**config.mk**
```make
export PLATFORM = sky130hd
export DESIGN_NAME = xor_desc_exec
export DESIGN_NICKNAME = d
export VERILOG_FILES = /design/src/rtl/xde_pkg.sv /design/src/rtl/xde_ctrl.sv /design/src/rtl/xde_datapath.sv /design/src/rtl/xor_desc_exec.sv
export SDC_FILE = /design/constraint.sdc
export NUM_CORES = 1
export LEC_CHECK = 0
export BUFFER_PORTS_ARGS = -buffer_cell sky130_fd_sc_hd__buf_2
export CORE_AREA = 5 5 265 267
export DETAILED_ROUTE_END_ITERATION = 10
export DIE_AREA = 0 0 270 272
export GPL_ROUTABILITY_DRIVEN = 0
export GPL_TIMING_DRIVEN = 0
export PLACE_DENSITY = 0.68
export SYNTH_ARGS = -nofsm -noshare
export SYNTH_HDL_FRONTEND = slang
export SYNTH_SLANG_ARGS = --single-unit
```
**constraint.sdc**
```tcl
create_clock -name clk -period 6.68 [get_ports clk]
set_input_delay 1.336 -clock clk [delete_from_list [all_inputs] [get_ports clk]]
set_output_delay 1.336 -clock clk [all_outputs]
set_load 0.02 [all_outputs]
```
**src/rtl/xde_pkg.sv**
```systemverilog
package xde_pkg;
  localparam int DW      = 32;
  localparam int OPC_LSB = 28;
  localparam int OPC_W   = 4;
  localparam int CNT_LSB = 22;
  localparam int CNT_W   = 4;
  localparam int IRQ_BIT = 27;
  localparam int PEN_BIT = 17;
  localparam int QEN_BIT = 16;

  localparam logic [OPC_W-1:0] OP_NOP  = 4'd0;
  localparam logic [OPC_W-1:0] OP_COPY = 4'd1;
  localparam logic [OPC_W-1:0] OP_FILL = 4'd2;
  localparam logic [OPC_W-1:0] OP_XOR  = 4'd6;

  typedef enum logic [2:0] {
    ST_IDLE, ST_CHECK, ST_READ, ST_CAPT, ST_WRITE, ST_DONE
  } xdeState_e;

  // strobes from control to datapath
  typedef struct packed {
    logic load;
    logic rdIssue;
    logic capture;
    logic nextSrc;
    logic wrIssue;
    logic nextWord;
  } xdeStrobe_t;
endpackage

```
**src/rtl/xde_ctrl.sv**
```systemverilog
module xde_ctrl
  import xde_pkg::*;
#(
  parameter int MAX_SRC = 8
) (
  input  logic             clk,
  input  logic             rstN,
  input  logic             start,
  input  logic [OPC_W-1:0] opcode,
  input  logic [CNT_W-1:0] srcCnt,
  input  logic             pEn,
  input  logic             qEn,
  input  logic             irqReq,
  input  logic             noWords,
  input  logic             lastWord,
  input  logic             lastSrc,
  output xdeStrobe_t       strb,
  output logic             busy,
  output logic             done,
  output logic             irq,
  output logic             err
);
  xdeState_e state, nxt;
  logic errQ;
  logic badDesc;
  logic cntOk;

  assign cntOk = (srcCnt != '0) && (int'(srcCnt) <= MAX_SRC);

  always_comb begin
    case (opcode)
      OP_NOP, OP_COPY, OP_FILL: badDesc = 1'b0;
      OP_XOR:                   badDesc = !(cntOk && pEn && !qEn);
      default:                  badDesc = 1'b1;
    endcase
  end

  always_comb begin
    strb = '0;
    nxt  = state;
    case (state)
      ST_IDLE: begin
        if (start) begin
          strb.load = 1'b1;
          nxt = ST_CHECK;
        end
      end
      ST_CHECK: begin
        if (badDesc || opcode == OP_NOP || noWords) nxt = ST_DONE;
        else if (opcode == OP_FILL)                 nxt = ST_WRITE;
        else                                        nxt = ST_READ;
      end
      ST_READ: begin
        strb.rdIssue = 1'b1;
        nxt = ST_CAPT;
      end
      ST_CAPT: begin
        strb.capture = 1'b1;
        if (lastSrc) nxt = ST_WRITE;
        else begin
          strb.nextSrc = 1'b1;
          nxt = ST_READ;
        end
      end
      ST_WRITE: begin
        strb.wrIssue  = 1'b1;
        strb.nextWord = 1'b1;
        if (lastWord)                nxt = ST_DONE;
        else if (opcode == OP_FILL)  nxt = ST_WRITE;
        else                         nxt = ST_READ;
      end
      ST_DONE: nxt = ST_IDLE;
      default: nxt = ST_IDLE;
    endcase
  end

  always_ff @(posedge clk) begin
    if (!rstN) begin
      state <= ST_IDLE;
      errQ  <= 1'b0;
    end else begin
      state <= nxt;
      if (strb.load)                         errQ <= 1'b0;
      else if (state == ST_CHECK && badDesc) errQ <= 1'b1;
    end
  end

  assign busy = (state != ST_IDLE);
  assign done = (state == ST_DONE);
  assign irq  = done && irqReq;
  assign err  = done && errQ;

  p_done_single_r3: assert property (@(posedge clk) disable iff (!rstN)
    done |=> !done);
  p_err_no_write_r8: assert property (@(posedge clk) disable iff (!rstN)
    errQ |-> !strb.wrIssue);
  p_busy_after_start_r11: assert property (@(posedge clk) disable iff (!rstN)
    (start && !busy) |=> busy);
endmodule

```
**src/rtl/xde_datapath.sv**
```systemverilog
module xde_datapath
  import xde_pkg::*;
#(
  parameter int ADDR_W  = 48,
  parameter int BYTE_W  = 32,
  parameter int MAX_SRC = 8
) (
  input  logic                                   clk,
  input  logic                                   rstN,
  input  xdeStrobe_t                             strb,
  input  logic [DW-1:0]                          descCtrl,
  input  logic [BYTE_W-1:0]                      descBytes,
  input  logic [DW-1:0]                          descSrcLo,
  input  logic [DW-1:0]                          descSrcHi,
  input  logic [DW-1:0]                          descDstLo,
  input  logic [DW-1:0]                          descDstHi,
  input  logic [3*((MAX_SRC+1)/2)*DW-1:0]        descSrcList,
  input  logic [DW-1:0]                          memRdData,
  output logic                                   memReq,
  output logic                                   memWe,
  output logic [ADDR_W-3:0]                      memAddr,
  output logic [DW-1:0]                          memWrData,
  output logic [OPC_W-1:0]                       opcode,
  output logic [CNT_W-1:0]                       srcCnt,
  output logic                                   pEn,
  output logic                                   qEn,
  output logic                                   irqReq,
  output logic                                   noWords,
  output logic                                   lastWord,
  output logic                                   lastSrc
);
  localparam int HI_W      = ADDR_W - DW;
  localparam int AW        = ADDR_W - 2;
  localparam int WORD_W    = BYTE_W - 1;
  localparam int SRC_IW    = (MAX_SRC > 1) ? $clog2(MAX_SRC) : 1;
  localparam int SRC_WORDS = 3 * ((MAX_SRC + 1) / 2);

  logic [DW-1:0]           ctrlQ;
  logic [WORD_W-1:0]       nWordsQ;
  logic [DW-1:0]           patQ;
  logic [ADDR_W-1:0]       cpSrcQ;
  logic [ADDR_W-1:0]       dstQ;
  logic [SRC_WORDS*DW-1:0] srcQ;
  logic [WORD_W-1:0]       wordIdx;
  logic [SRC_IW-1:0]       srcIdx;
  logic [DW-1:0]           acc;
  logic [WORD_W-1:0]       nWordsIn;

  assign nWordsIn = WORD_W'(descBytes >> 2) + WORD_W'(|descBytes[1:0]);

  always_ff @(posedge clk) begin
    if (!rstN) begin
      ctrlQ   <= '0;
      nWordsQ <= '0;
      patQ    <= '0;
      cpSrcQ  <= '0;
      dstQ    <= '0;
      srcQ    <= '0;
      wordIdx <= '0;
      srcIdx  <= '0;
      acc     <= '0;
    end else begin
      if (strb.load) begin
        ctrlQ   <= descCtrl;
        nWordsQ <= nWordsIn;
        patQ    <= descSrcLo;
        cpSrcQ  <= {descSrcHi[HI_W-1:0], descSrcLo};
        dstQ    <= {descDstHi[HI_W-1:0], descDstLo};
        srcQ    <= descSrcList;
        wordIdx <= '0;
        srcIdx  <= '0;
      end
      if (strb.capture) acc <= (srcIdx == '0) ? memRdData : (acc ^ memRdData);
      if (strb.nextSrc) srcIdx <= srcIdx + SRC_IW'(1);
      if (strb.nextWord) begin
        wordIdx <= wordIdx + WORD_W'(1);
        srcIdx  <= '0;
      end
    end
  end

  // unpack the source list: a pair shares two low words and one high word
  logic [AW-1:0] srcWord [MAX_SRC];
  for (genvar k = 0; k < MAX_SRC; k++) begin : g_srcAddr
    localparam int GB = 3 * (k / 2);
    if (k % 2 == 0) begin : g_even
      assign srcWord[k] = {srcQ[(GB+2)*DW +: HI_W], srcQ[GB*DW+2 +: DW-2]};
    end else begin : g_odd
      assign srcWord[k] = {srcQ[(GB+2)*DW+HI_W +: HI_W], srcQ[(GB+1)*DW+2 +: DW-2]};
    end
  end

  assign opcode  = ctrlQ[OPC_LSB +: OPC_W];
  assign srcCnt  = ctrlQ[CNT_LSB +: CNT_W];
  assign pEn     = ctrlQ[PEN_BIT];
  assign qEn     = ctrlQ[QEN_BIT];
  assign irqReq  = ctrlQ[IRQ_BIT];
  assign noWords = (nWordsQ == '0);
  assign lastWord = (wordIdx == nWordsQ - WORD_W'(1));
  assign lastSrc  = (opcode != OP_XOR) || (CNT_W'(srcIdx) + CNT_W'(1) == srcCnt);

  logic [AW-1:0] rdBase;
  assign rdBase = (opcode == OP_XOR) ? srcWord[srcIdx] : cpSrcQ[ADDR_W-1:2];

  assign memReq    = strb.rdIssue || strb.wrIssue;
  assign memWe     = strb.wrIssue;
  assign memAddr   = (strb.rdIssue ? rdBase : dstQ[ADDR_W-1:2]) + AW'(wordIdx);
  assign memWrData = (opcode == OP_FILL) ? patQ : acc;

  logic unusedBits;
  assign unusedBits = ^{srcQ, ctrlQ, cpSrcQ[1:0], dstQ[1:0], descSrcHi, descDstHi};

  p_src_in_range_r6: assert property (@(posedge clk) disable iff (!rstN)
    (strb.rdIssue && opcode == OP_XOR) |-> (CNT_W'(srcIdx) < srcCnt));
  p_wr_in_range_r9: assert property (@(posedge clk) disable iff (!rstN)
    strb.wrIssue |-> (wordIdx < nWordsQ));
endmodule

```
**src/rtl/xor_desc_exec.sv**
```systemverilog
module xor_desc_exec
  import xde_pkg::*;
#(
  parameter int ADDR_W  = 48,
  parameter int BYTE_W  = 32,
  parameter int MAX_SRC = 8
) (
  input  logic                            clk,
  input  logic                            rstN,
  input  logic                            start,
  input  logic [31:0]                     descCtrl,
  input  logic [BYTE_W-1:0]               descBytes,
  input  logic [31:0]                     descSrcLo,
  input  logic [31:0]                     descSrcHi,
  input  logic [31:0]                     descDstLo,
  input  logic [31:0]                     descDstHi,
  input  logic [3*((MAX_SRC+1)/2)*32-1:0] descSrcList,
  output logic                            busy,
  output logic                            done,
  output logic                            irq,
  output logic                            doneErr,
  output logic                            memReq,
  output logic                            memWe,
  output logic [ADDR_W-3:0]               memAddr,
  output logic [31:0]                     memWrData,
  input  logic [31:0]                     memRdData
);
  xdeStrobe_t       strb;
  logic [OPC_W-1:0] opcode;
  logic [CNT_W-1:0] srcCnt;
  logic pEn, qEn, irqReq, noWords, lastWord, lastSrc;

  xde_ctrl #(.MAX_SRC(MAX_SRC)) ctrl_i (
    .clk(clk), .rstN(rstN), .start(start),
    .opcode(opcode), .srcCnt(srcCnt), .pEn(pEn), .qEn(qEn), .irqReq(irqReq),
    .noWords(noWords), .lastWord(lastWord), .lastSrc(lastSrc),
    .strb(strb), .busy(busy), .done(done), .irq(irq), .err(doneErr)
  );

  xde_datapath #(.ADDR_W(ADDR_W), .BYTE_W(BYTE_W), .MAX_SRC(MAX_SRC)) dp_i (
    .clk(clk), .rstN(rstN), .strb(strb),
    .descCtrl(descCtrl), .descBytes(descBytes),
    .descSrcLo(descSrcLo), .descSrcHi(descSrcHi),
    .descDstLo(descDstLo), .descDstHi(descDstHi),
    .descSrcList(descSrcList), .memRdData(memRdData),
    .memReq(memReq), .memWe(memWe), .memAddr(memAddr), .memWrData(memWrData),
    .opcode(opcode), .srcCnt(srcCnt), .pEn(pEn), .qEn(qEn), .irqReq(irqReq),
    .noWords(noWords), .lastWord(lastWord), .lastSrc(lastSrc)
  );
endmodule

```
==> reports/metrics.cfg, run 1 <==
[floorplan]
design.die.area_um2 = 73440
die_h_um = 272
rows = 96
fp.coreArea_um2 = 67870
boundaryPins = 695
start_util_pct = 38.17
die_w_um = 270

[global_route]
antenna_found_initial = 52
grt_pass1_wl_mm = 163.2
grt.total_usage_pct = 29.91
globalRouteOverflowTotal = 0
grt_max_degree = 16
grt_pass1_vias = 24124

[worst_setup_path]
critPathMaxFanout = 5
cp.buffers_inverters = 5
crit_path_frequent_cell = buf_12
cp.arrival_ns = 5.23
crit_slowest_cell = mux4_2
crit_chain = buf_6 > buf_12 > buf_16 > mux4_2 > mux2i_4 > nor2_4 > a21oi_1 > o21ai_0 > ha_2 > fa_2 > a21o_1 > a221oi_4 > a211oi_4 > o31ai_4 > o21ai_2 > a221o_2 > buf_12 > nand4_1 > xor2_1 > buf_4
critical_path.startpoint_type = register
timing_worst_setup_path_type = reg -> out
cp_top_family = compound AO/OA/AOI/OAI gates
cp-end-kind = primary output
worstPathRequired_ns = 5.34
slowest_delay_ns = 0.59

[yosys]
syn_area_um2 = 25900
synth_ff_type = dfxtp_1
synth_edf_count = 0
synth_top_area_share_pct = 44.37
synth_most_common_cell = dfxtp_1
ys_types = 82
synthCells = 2514
synth-async-reset-ratio_pct = 0
yosysSeqAreaShare_pct = 44.37
yosys_warnings = 0
ys_seq_elements = 574
synthTopCellsByArea = dfxtp_1 44%, a22o_1 16%, mux4_2 8.0%
postSynthAreaPerCell_um2 = 10.30
ys_top_cells_by_count = 574 x dfxtp_1, 479 x a22o_1, 201 x nand2_1, 146 x clkbuf_1, 141 x nor2_1
synth_nets = 3163
synth_top_area_cell = dfxtp_1

[detailed_routing]
drc = 0
via_per_inst = 5.854
wl_per_cell_um = 27.66
first_pass_iters = 6
num_vias = 24545
drt_iter0_drc = 2354
routed_wl_mm = 116.0
final_antenna_net_count = 0

[place]
post_dp_cell_area_um2 = 30160
preCtsSetupSlack_ns = -1.074
port_buffers = 622
hpwl_mm = 90.69

[sta]
setup_viol = 0
final.min_clock_period_ns = 6.570
final.setup_skew_ns = 0.03803
setup_ws_ns = 0.1105
slew_headroom_pct = 16.31
finalCritPeriodShare_pct = 98.35
report.final.slew_viol_count = 0
worst_pin_slew_ns = 1.255
fmax_ghz = 0.1522
finalHoldViolations = 0

[cts]
cts_sinks = 574
root_buffer = clkbuf_16
htree_levels = 3
path_clk_slew_ns = 0.06
cts_buffers = 66
cts_tree = done
cts-hold-fix-buffers = 0
clock_path_buffers = 3
clk_latency_ns = 0.63

[final_layout]
fin_nets = 3879
final_layout_size_suffix_gt1_share_pct = 30.89
final_area_um2 = 33300
area_delta_synth_final_pct = 28.56

[flow_run]
drv_cap = 0

[hold_path]
hold_class = reg -> reg

[outcome]
status = completed

[power_and_ir_drop]
power_density_nw_per_um2 = 276.8
p_leak_nw = 13.73
ir_drop_mv = 0.2161

[final timing paths]
path                                 from                    endpoint  slack [ns]  depth (start not counted)
max           dp_i.srcIdx[0]$_SDFFE_PP0P_                 memAddr[42]        0.11                         20
min              ctrl_i.errQ$_SDFFE_PP0P_    ctrl_i.errQ$_SDFFE_PP0P_        0.46                          1
max reg2reg  ctrl_i.state[2]$_SDFFE_PN0P_  dp_i.dstQ[45]$_SDFFE_PN0P_        2.82                          9
min reg2reg      ctrl_i.errQ$_SDFFE_PP0P_    ctrl_i.errQ$_SDFFE_PP0P_        0.46                          1
[cell usage in the layout, fill, tap and decap left out, types with 29 or more instances in the layout]
cell	instances
o21ai_0	67
mux4_2	92
xnor2_1	85
dfxtp_1	571
a211oi_1	30
xor2_1	56
mux2_2	34
a21oi_1	108
buf_4	35
a22o_1	479
clkbuf_16	68
nor2_1	137
nand3_1	63
diode_2	32
nand2_1	200
clkbuf_1	142
mux2i_1	29
ha_1	35
buf_2	642
[registers in the layout, indices dropped and copies added (netlist names)]
name,flops
dp_i.srcQ,368
dp_i.cpSrcQ,48
dp_i.dstQ,46
ctrl_i.state,3
dp_i.acc,32
dp_i.srcIdx,3
dp_i.ctrlQ,11
dp_i.wordIdx,31
dp_i.nWordsQ,31
ctrl_i.errQ,1
[logic make-up after synthesis]
logic type,count (synthesis),synth area share [%]
compound gates,814,24.14
xor+xnor,141,4.768
fa+ha+maj,38,1.865
buf+inv,230,3.666
flops,574,44.37
mux,162,10.87
simple gates,555,10.32
[power breakdown]
part	total (W)	switching, W	internal, W
sequential	0.00391	0.000199	0.00371
combinational	0.00143	0.000837	0.000596
clock	0.00387	0.00160	0.00227
[per-stage QoR]
stage	power (W)	instances	utilization, %	setup TNS, ns	hold slack [ns]
after floorplan	0.004712	2514	-	0	0.4325
after global placement	0.005326	4018	44.38	-16.77	0.4414
after detailed placement	0.005352	4020	44.43	-17.98	0.4474
after CTS	0.009199	4148	48.50	0	0.4609
after global routing	0.009505	4186	49.04	-0.1158	0.4786
final	0.009215	4193	49.07	0	0.4577
[metal layers]
metal	vias to the layer above	track usage, %	wire length, µm	share of wire (%)
li1	10992	-	-	-
met5	-	0	184	0.16
met3	277	7.364	11240	9.7
met2	1356	48.65	53530	46
met1	11890	38.08	45370	39
met4	30	12.80	5654	4.9
[cell type report]
type,count,area [µm²]
antenna,32,80.08
sequential,574,11490
clock buffer,86,1858
fill,6359,34570
clock inverter,31,486.7
multi-input combinational,1710,13700
tap,882,1104
buffer,194,1061
inverter,29,110.1
timing repair buffer,655,3400
[timing repair]
| action | in CTS | in global routing |
|---|---|---|
| pin swaps | 9 | 13 |
| setup buffers | 14 | 17 |
| endpoints found under the setup margin | 42 | 23 |
| gates resized for setup | 93 | 52 |
Power figures use the tool's default switching activity.
==> run 2: changes to the inputs <==
--- a/config.mk
+++ b/config.mk
@@ -6,12 +6,13 @@
 export NUM_CORES = 1
 export LEC_CHECK = 0
 export BUFFER_PORTS_ARGS = -buffer_cell sky130_fd_sc_hd__buf_2
+export CAP_MARGIN = 25
 export CORE_AREA = 5 5 265 267
 export DETAILED_ROUTE_END_ITERATION = 10
 export DIE_AREA = 0 0 270 272
 export GPL_ROUTABILITY_DRIVEN = 0
 export GPL_TIMING_DRIVEN = 0
-export PLACE_DENSITY = 0.68
+export PLACE_DENSITY_LB_ADDON = 0.1
 export SYNTH_ARGS = -nofsm -noshare
 export SYNTH_HDL_FRONTEND = slang
 export SYNTH_SLANG_ARGS = --single-unit
==> reports/metrics.cfg, run 2 (same netlist as run 1, synthesis figures left out) <==
[outcome]
status = completed  ; unchanged

[sta]
slew_headroom_pct = 33.37  ; was 16.31%
worst_pin_slew_ns = 0.9995  ; was 1.255 ns
finalHoldViolations = 0  ; unchanged
final.min_clock_period_ns = 6.586  ; was 6.570 ns
setup_viol = 0  ; unchanged
rsz0062_at_grt = true
final.setup_skew_ns = 0.03063  ; was 0.03803 ns
finalCritPeriodShare_pct = 98.59  ; was 98.35%
report.final.slew_viol_count = 0  ; unchanged
fmax_ghz = 0.1518  ; was 0.1522 GHz
holdWs_ns = 0.4741  ; was 0.4577 ns
setup-tns-final_ns = 0  ; unchanged

[floorplan]
design.die.area_um2 = 73440  ; unchanged
fp.coreArea_um2 = 67870  ; unchanged
boundaryPins = 695  ; unchanged
die_h_um = 272  ; unchanged
start_util_pct = 38.17  ; unchanged
rows = 96  ; unchanged
die_w_um = 270  ; unchanged

[worst_setup_path]
cp-endpoint = memAddr[42]  ; unchanged
cp-end-kind = primary output  ; unchanged
rr_worst_depth = 9  ; unchanged
crit_chain = buf_6 > buf_12 > buf_12 > buf_16 > mux4_2 > mux2i_4 > nor2_2 > a21oi_1 > o21ai_1 > ha_1 > and3_1 > a221oi_4 > a211oi_4 > o31ai_4 > o21ai_2 > a221o_2 > nand4_1 > xor2_1 > buf_4  ; was buf_6 > buf_12 > buf_16 > mux4_2 > mux2i_4 > nor2_4 > a21oi_1 > o21ai_0 > ha_2 > fa_2 > a21o_1 > a221oi_4 > a211oi_4 > o31ai_4 > o21ai_2 > a221o_2 > buf_12 > nand4_1 > xor2_1 > buf_4
critical_path.startpoint_type = register  ; unchanged
cp.buffers_inverters = 5  ; unchanged
crit_slowest_cell = mux4_2  ; unchanged
worstReg2RegStart = ctrl_i.state[2]$_SDFFE_PN0P_  ; unchanged
critPathMaxFanout = 10  ; was 5
cp.arrival_ns = 5.25  ; was 5.23 ns
timing_worst_setup_path_type = reg -> out  ; unchanged
crit_path_frequent_cell = buf_12  ; unchanged
r2r_end = dp_i.cpSrcQ[42]$_SDFFE_PN0P_  ; was dp_i.dstQ[45]$_SDFFE_PN0P_
startpoint = dp_i.srcIdx[0]$_SDFFE_PP0P_  ; unchanged
cp_top_family = compound AO/OA/AOI/OAI gates  ; unchanged
reg2reg_slack_ns = 2.96  ; was 2.82 ns
worstPathRequired_ns = 5.34  ; about the same
crit_cells = 19  ; was 20
slowest_delay_ns = 0.53  ; was 0.59 ns

[cts]
clock_path_buffers = 3  ; unchanged
cts_tree = done  ; unchanged
htree_levels = 3  ; unchanged
cts_sinks = 574  ; unchanged
cts_buffers = 66  ; unchanged
path_clk_slew_ns = 0.06  ; about the same
cts-hold-fix-buffers = 0  ; unchanged
root_buffer = clkbuf_16  ; unchanged
clk_latency_ns = 0.62  ; was 0.63 ns

[power_and_ir_drop]
p_leak_nw = 13.74  ; was 13.73 nW
ir_drop_mv = 0.1434  ; was 0.2161 mV
power_density_nw_per_um2 = 273.6  ; was 276.8 nW/µm²
p_total_w = 0.009113  ; was 0.009215 W

[hold_path]
hold_class = reg -> reg  ; unchanged

[detailed_routing]
routed_wl_mm = 115.1  ; was 116.0 mm
first_pass_iters = 5  ; was 6
via_per_inst = 5.816  ; was 5.854
num_vias = 24306  ; was 24.55k
drc = 0  ; unchanged
final_antenna_net_count = 0  ; unchanged
drt_iter0_drc = 2024  ; was 2354
wl_per_cell_um = 27.55  ; was 27.66 µm

[global_route]
antenna_found_initial = 31  ; was 52
globalRouteOverflowTotal = 0  ; unchanged
grt_pass1_wl_mm = 163.8  ; was 163.2 mm
grt_max_degree = 16  ; unchanged
grt.total_usage_pct = 29.76  ; was 29.91%
grt_pass1_vias = 24219  ; was 24.12k

[final_layout]
final_layout_size_suffix_gt1_share_pct = 31.11  ; was 30.89%
area_delta_synth_final_pct = 28.59  ; was 28.56%
fin_nets = 3874  ; was 3879
largestRegisters = dp_i.srcQ x368, dp_i.cpSrcQ x48, dp_i.dstQ x46  ; unchanged
regMostFlops = dp_i.srcQ  ; unchanged
final_cell_mix = 630 x buf_2, 571 x dfxtp_1, 479 x a22o_1  ; was 642 x buf_2, 571 x dfxtp_1, 479 x a22o_1
layout_commonest_cell = buf_2  ; unchanged
largest_reg_flops = 368  ; unchanged

[flow_run]
drv_cap = 0  ; unchanged

[place]
hpwl_mm = 90.82  ; was 90.69 mm
port_buffers = 622  ; unchanged

run 2: cell types whose count changed in the layout (fill, tap and decap cells not counted), moves of 4 or more:
cell / change
clkbuf_2: +4
xnor2_2: +5
clkinvlp_4: -4
o21ai_0: -5
o21ai_1: +4
mux2i_2: -4
xnor2_1: -5
buf_4: +4
buf_2: -12
diode_2: -10
clkinv_16: -4
mux2i_4: +7
run 2: through the flow:
step	util (%)	setup WS [ns]	area (µm²)	instances
after floorplan	-	0.7769	25900	2514
after global placement	44.38	-1.266	30120	4018
after detailed placement	44.45	-1.301	30160	4021
after CTS	48.56	-0.01440	32960	4148
after global routing	49.06	-0.03523	33300	4175
final	49.08	0.09430	33310	4179
run 2: metal layers:
layer	track usage, %	share of wire, %	vias to the layer above
li1	-	-	10990
met1	39.43	42	12032
met2	49.32	48	1086
met3	5.946	7.2	186
met4	9.240	2.8	12
met5	0	0.060	-
run 2: timing repair:
item                                    4_1_cts  5_1_grt
endpoints found under the setup margin       41       22
pin swaps                                    12       18
resized for setup                           125       69
buffers inserted                             13       12
run 2: layout make-up:
| cell class | count | area, µm² |
|---|---|---|
| Antenna cell | 22 | 55.05 |
| Buffer | 194 | 1067 |
| Clock buffer | 91 | 1907 |
| Clock inverter | 27 | 347.8 |
| Fill cell | 6337 | 34560 |
| Inverter | 29 | 108.9 |
| Multi-Input combinational cell | 1710 | 13850 |
| Sequential cell | 574 | 11490 |
| Tap cell | 882 | 1104 |
| Timing Repair Buffer | 650 | 3368 |
run 2: worst reg2reg max path, cell delays in order, from the launching register on:
cell and delay (ns):
dfxtp_1 0.39, buf_2 0.22, nor3_1 0.10, and2_1 0.16, clkbuf_1 0.29, nor2_1 0.38, buf_2 0.34, clkbuf_1 0.69
clkbuf_1 0.82, a22o_1 0.28
run 2: how the worst min path moves through the flow:
| stage | startpoint | to | slack, ns | cells past startpoint |
|---|---|---|---|---|
| after floorplan | ctrl_i.errQ$_SDFFE_PP0P_ | ctrl_i.errQ$_SDFFE_PP0P_ | 0.43 | 1 |
| after global placement | ctrl_i.errQ$_SDFFE_PP0P_ | ctrl_i.errQ$_SDFFE_PP0P_ | 0.45 | 1 |
| after detailed placement | dp_i.cpSrcQ[34]$_SDFFE_PN0P_ | dp_i.cpSrcQ[34]$_SDFFE_PN0P_ | 0.46 | 1 |
| after CTS | dp_i.srcQ[166]$_SDFFE_PN0P_ | dp_i.srcQ[166]$_SDFFE_PN0P_ | 0.48 | 1 |
| after global routing | dp_i.srcQ[257]$_SDFFE_PN0P_ | dp_i.srcQ[257]$_SDFFE_PN0P_ | 0.48 | 1 |
| final | dp_i.srcQ[323]$_SDFFE_PN0P_ | dp_i.srcQ[323]$_SDFFE_PN0P_ | 0.47 | 1 |
run 2: power breakdown:
group          internal [W]  switching (W)  leakage (nW)
combinational      0.000604       0.000838          7.92
sequential          0.00371       0.000193          4.70
clock               0.00222        0.00155          1.12
total               0.00653        0.00258          13.7
==> run 3: changes to the inputs <==
==> constraint.sdc (replaced) <==
create_clock -name clk -period 8.1 [get_ports clk]
set_input_delay 1.62 -clock clk [delete_from_list [all_inputs] [get_ports clk]]
set_output_delay 1.62 -clock clk [all_outputs]
set_load 0.02 [all_outputs]
==> reports/metrics.cfg, run 3 (same netlist as run 1, synthesis figures left out) <==
[worst_setup_path]
crit_path_frequent_cell = buf_4  ; was buf_12
crit_chain = buf_4 > buf_6 > buf_4 > buf_6 > buf_4 > mux4_2 > nand2_1 > a21oi_1 > a21oi_1 > o21ai_0 > ha_1 > o21a_1 > o21ai_0 > a211oi_4 > o31ai_4 > o21ai_2 > a221o_2 > nand4_1 > xor2_1 > buf_2  ; was buf_6 > buf_12 > buf_12 > buf_16 > mux4_2 > mux2i_4 > nor2_2 > a21oi_1 > o21ai_1 > ha_1 > and3_1 > a221oi_4 > a211oi_4 > o31ai_4 > o21ai_2 > a221o_2 > nand4_1 > xor2_1 > buf_4
critical_path.startpoint_type = register  ; unchanged
cp_top_family = compound AO/OA/AOI/OAI gates  ; unchanged
slowest_delay_ns = 0.69  ; was 0.53 ns
worstPathRequired_ns = 6.48  ; was 5.34 ns
cp.arrival_ns = 6.29  ; was 5.25 ns
cp.buffers_inverters = 6  ; was 5
crit_slowest_cell = a21oi_1  ; was mux4_2
critPathMaxFanout = 10  ; unchanged
timing_worst_setup_path_type = reg -> out  ; unchanged
cp-end-kind = primary output  ; unchanged

[final_layout]
instances_no_fill = 4163  ; was 4179
layout_commonest_cell = buf_2  ; unchanged
final_cell_mix = 641 x buf_2, 574 x dfxtp_1, 479 x a22o_1  ; was 630 x buf_2, 571 x dfxtp_1, 479 x a22o_1
fin_nets = 3857  ; was 3874
regMostFlops = dp_i.srcQ  ; unchanged
largest_reg_flops = 368  ; unchanged
final_layout_size_suffix_gt1_share_pct = 29.28  ; was 31.11%
final_area_um2 = 32640  ; was 33310 µm²
largestRegisters = dp_i.srcQ x368, dp_i.cpSrcQ x48, dp_i.dstQ x46  ; unchanged
area_delta_synth_final_pct = 26.03  ; was 28.59%

[sta]
setup_viol = 0  ; unchanged
setup-tns-final_ns = 0  ; unchanged
final.setup_skew_ns = 0.03093  ; was 0.03063 ns
finalHoldViolations = 0  ; unchanged
finalCritPeriodShare_pct = 97.60
fmax_ghz = 0.1265
slew_headroom_pct = 31.52  ; was 33.37%
final.min_clock_period_ns = 7.905
report.final.slew_viol_count = 0  ; unchanged
worst_pin_slew_ns = 1.027  ; was 0.9995 ns

[global_route]
grt_max_degree = 14  ; was 16
grt.total_usage_pct = 29.67  ; was 29.76%
grt_pass1_wl_mm = 163.3  ; was 163.8 mm
globalRouteOverflowTotal = 0  ; unchanged
antenna_found_initial = 31  ; unchanged
grt_pass1_vias = 24160  ; was 24.22k

[flow_run]
drv_cap = 0  ; unchanged

[detailed_routing]
routed_wl_mm = 114.9  ; was 115.1 mm
drc = 0  ; unchanged
drt_iter0_drc = 1923  ; was 2024
via_per_inst = 5.826  ; was 5.816
num_vias = 24255  ; was 24.31k
first_pass_iters = 5  ; unchanged
final_antenna_net_count = 0  ; unchanged
wl_per_cell_um = 27.60  ; was 27.55 µm

[cts]
cts_sinks = 574  ; unchanged
root_buffer = clkbuf_16  ; unchanged
htree_levels = 3  ; unchanged
clk_latency_ns = 0.62  ; about the same
cts-hold-fix-buffers = 0  ; unchanged
path_clk_slew_ns = 0.06  ; about the same
clock_path_buffers = 3  ; unchanged
cts_tree = done  ; unchanged
cts_buffers = 66  ; unchanged

[power_and_ir_drop]
power_density_nw_per_um2 = 229.6  ; was 273.6 nW/µm²
p_leak_nw = 13.51  ; was 13.74 nW
ir_drop_mv = 0.1200  ; was 0.1434 mV

[floorplan]
design.die.area_um2 = 73440  ; unchanged
boundaryPins = 695  ; unchanged
die_w_um = 270  ; unchanged
die_h_um = 272  ; unchanged
start_util_pct = 38.17  ; unchanged
fp.coreArea_um2 = 67870  ; unchanged
rows = 96  ; unchanged

[place]
port_buffers = 622  ; unchanged
dp_cells = 4021  ; unchanged
post_dp_cell_area_um2 = 30160  ; unchanged
hpwl_mm = 90.82  ; unchanged

[hold_path]
hold_class = reg -> reg  ; unchanged

[outcome]
status = completed  ; unchanged

-- run 3: worst register-to-register path, cell delays in order (launching register included) --
cell and delay (ns):
dfxtp_1 0.38, buf_2 0.22, nor3_1 0.10, and2_1 0.16
clkbuf_1 0.29, nor2_1 0.38, buf_2 0.35, clkbuf_1 0.70
clkbuf_1 0.84, a22o_1 0.28
-- run 3: what timing repair did --
item,in CTS,in global routing
setup endpoints to repair,24,18
endpoints found under the hold margin,0,0
pin swaps,1,0
buffers inserted,0,1
resized for setup,33,21
-- run 3: stage by stage --
step                      setup slack, ns  power, W  hold WS, ns  util, %
after floorplan                     1.913  0.003886       0.4325        -
after global placement            -0.1299  0.004390       0.4474    44.38
after detailed placement          -0.1648  0.004415       0.4571    44.45
after CTS                         0.01163  0.007509       0.4756    47.89
after global routing             -0.01450  0.007747       0.4840    48.08
final                              0.1946  0.007495       0.4728    48.10
-- run 3: layout make-up --
| type | count | area, µm² |
|---|---|---|
| clock inverter | 27 | 347.8 |
| fill | 6431 | 35220 |
| multi-input combinational | 1710 | 13570 |
| buffer | 201 | 899.6 |
| antenna | 23 | 57.56 |
| sequential | 574 | 11490 |
| tap | 882 | 1104 |
| clock buffer | 91 | 1907 |
| inverter | 29 | 108.9 |
| timing repair buffer | 626 | 3158 |
-- run 3: final timing paths --
| path | start | endpoint | slack (ns) | cells after the start |
|---|---|---|---|---|
| worst max-delay path | dp_i.srcIdx[0]$_SDFFE_PP0P_ | memAddr[42] | 0.19 | 20 |
| worst min-delay path | dp_i.srcQ[272]$_SDFFE_PN0P_ | dp_i.srcQ[272]$_SDFFE_PN0P_ | 0.47 | 1 |
| worst max register to register | ctrl_i.state[2]$_SDFFE_PN0P_ | dp_i.cpSrcQ[42]$_SDFFE_PN0P_ | 4.34 | 9 |
| worst min register to register | dp_i.srcQ[272]$_SDFFE_PN0P_ | dp_i.srcQ[272]$_SDFFE_PN0P_ | 0.47 | 1 |
-- run 3: routing by layer --
layer	vias to the layer above	global-route usage (%)	part of all wire (%)
li1	10954	-	-
met1	12017	39.12	42
met2	1073	49.16	47
met3	197	6.184	7.5
met4	14	9.267	3.0
met5	-	0	0.070
-- run 3: power by group --
| group | internal [W] | leakage, nW | switching (W) |
|---|---|---|---|
| logic | 0.000481 | 7.69 | 0.000680 |
| clock network | 0.00183 | 1.12 | 0.00129 |
| registers | 0.00306 | 4.70 | 0.000158 |
| total | 0.00537 | 13.5 | 0.00213 |
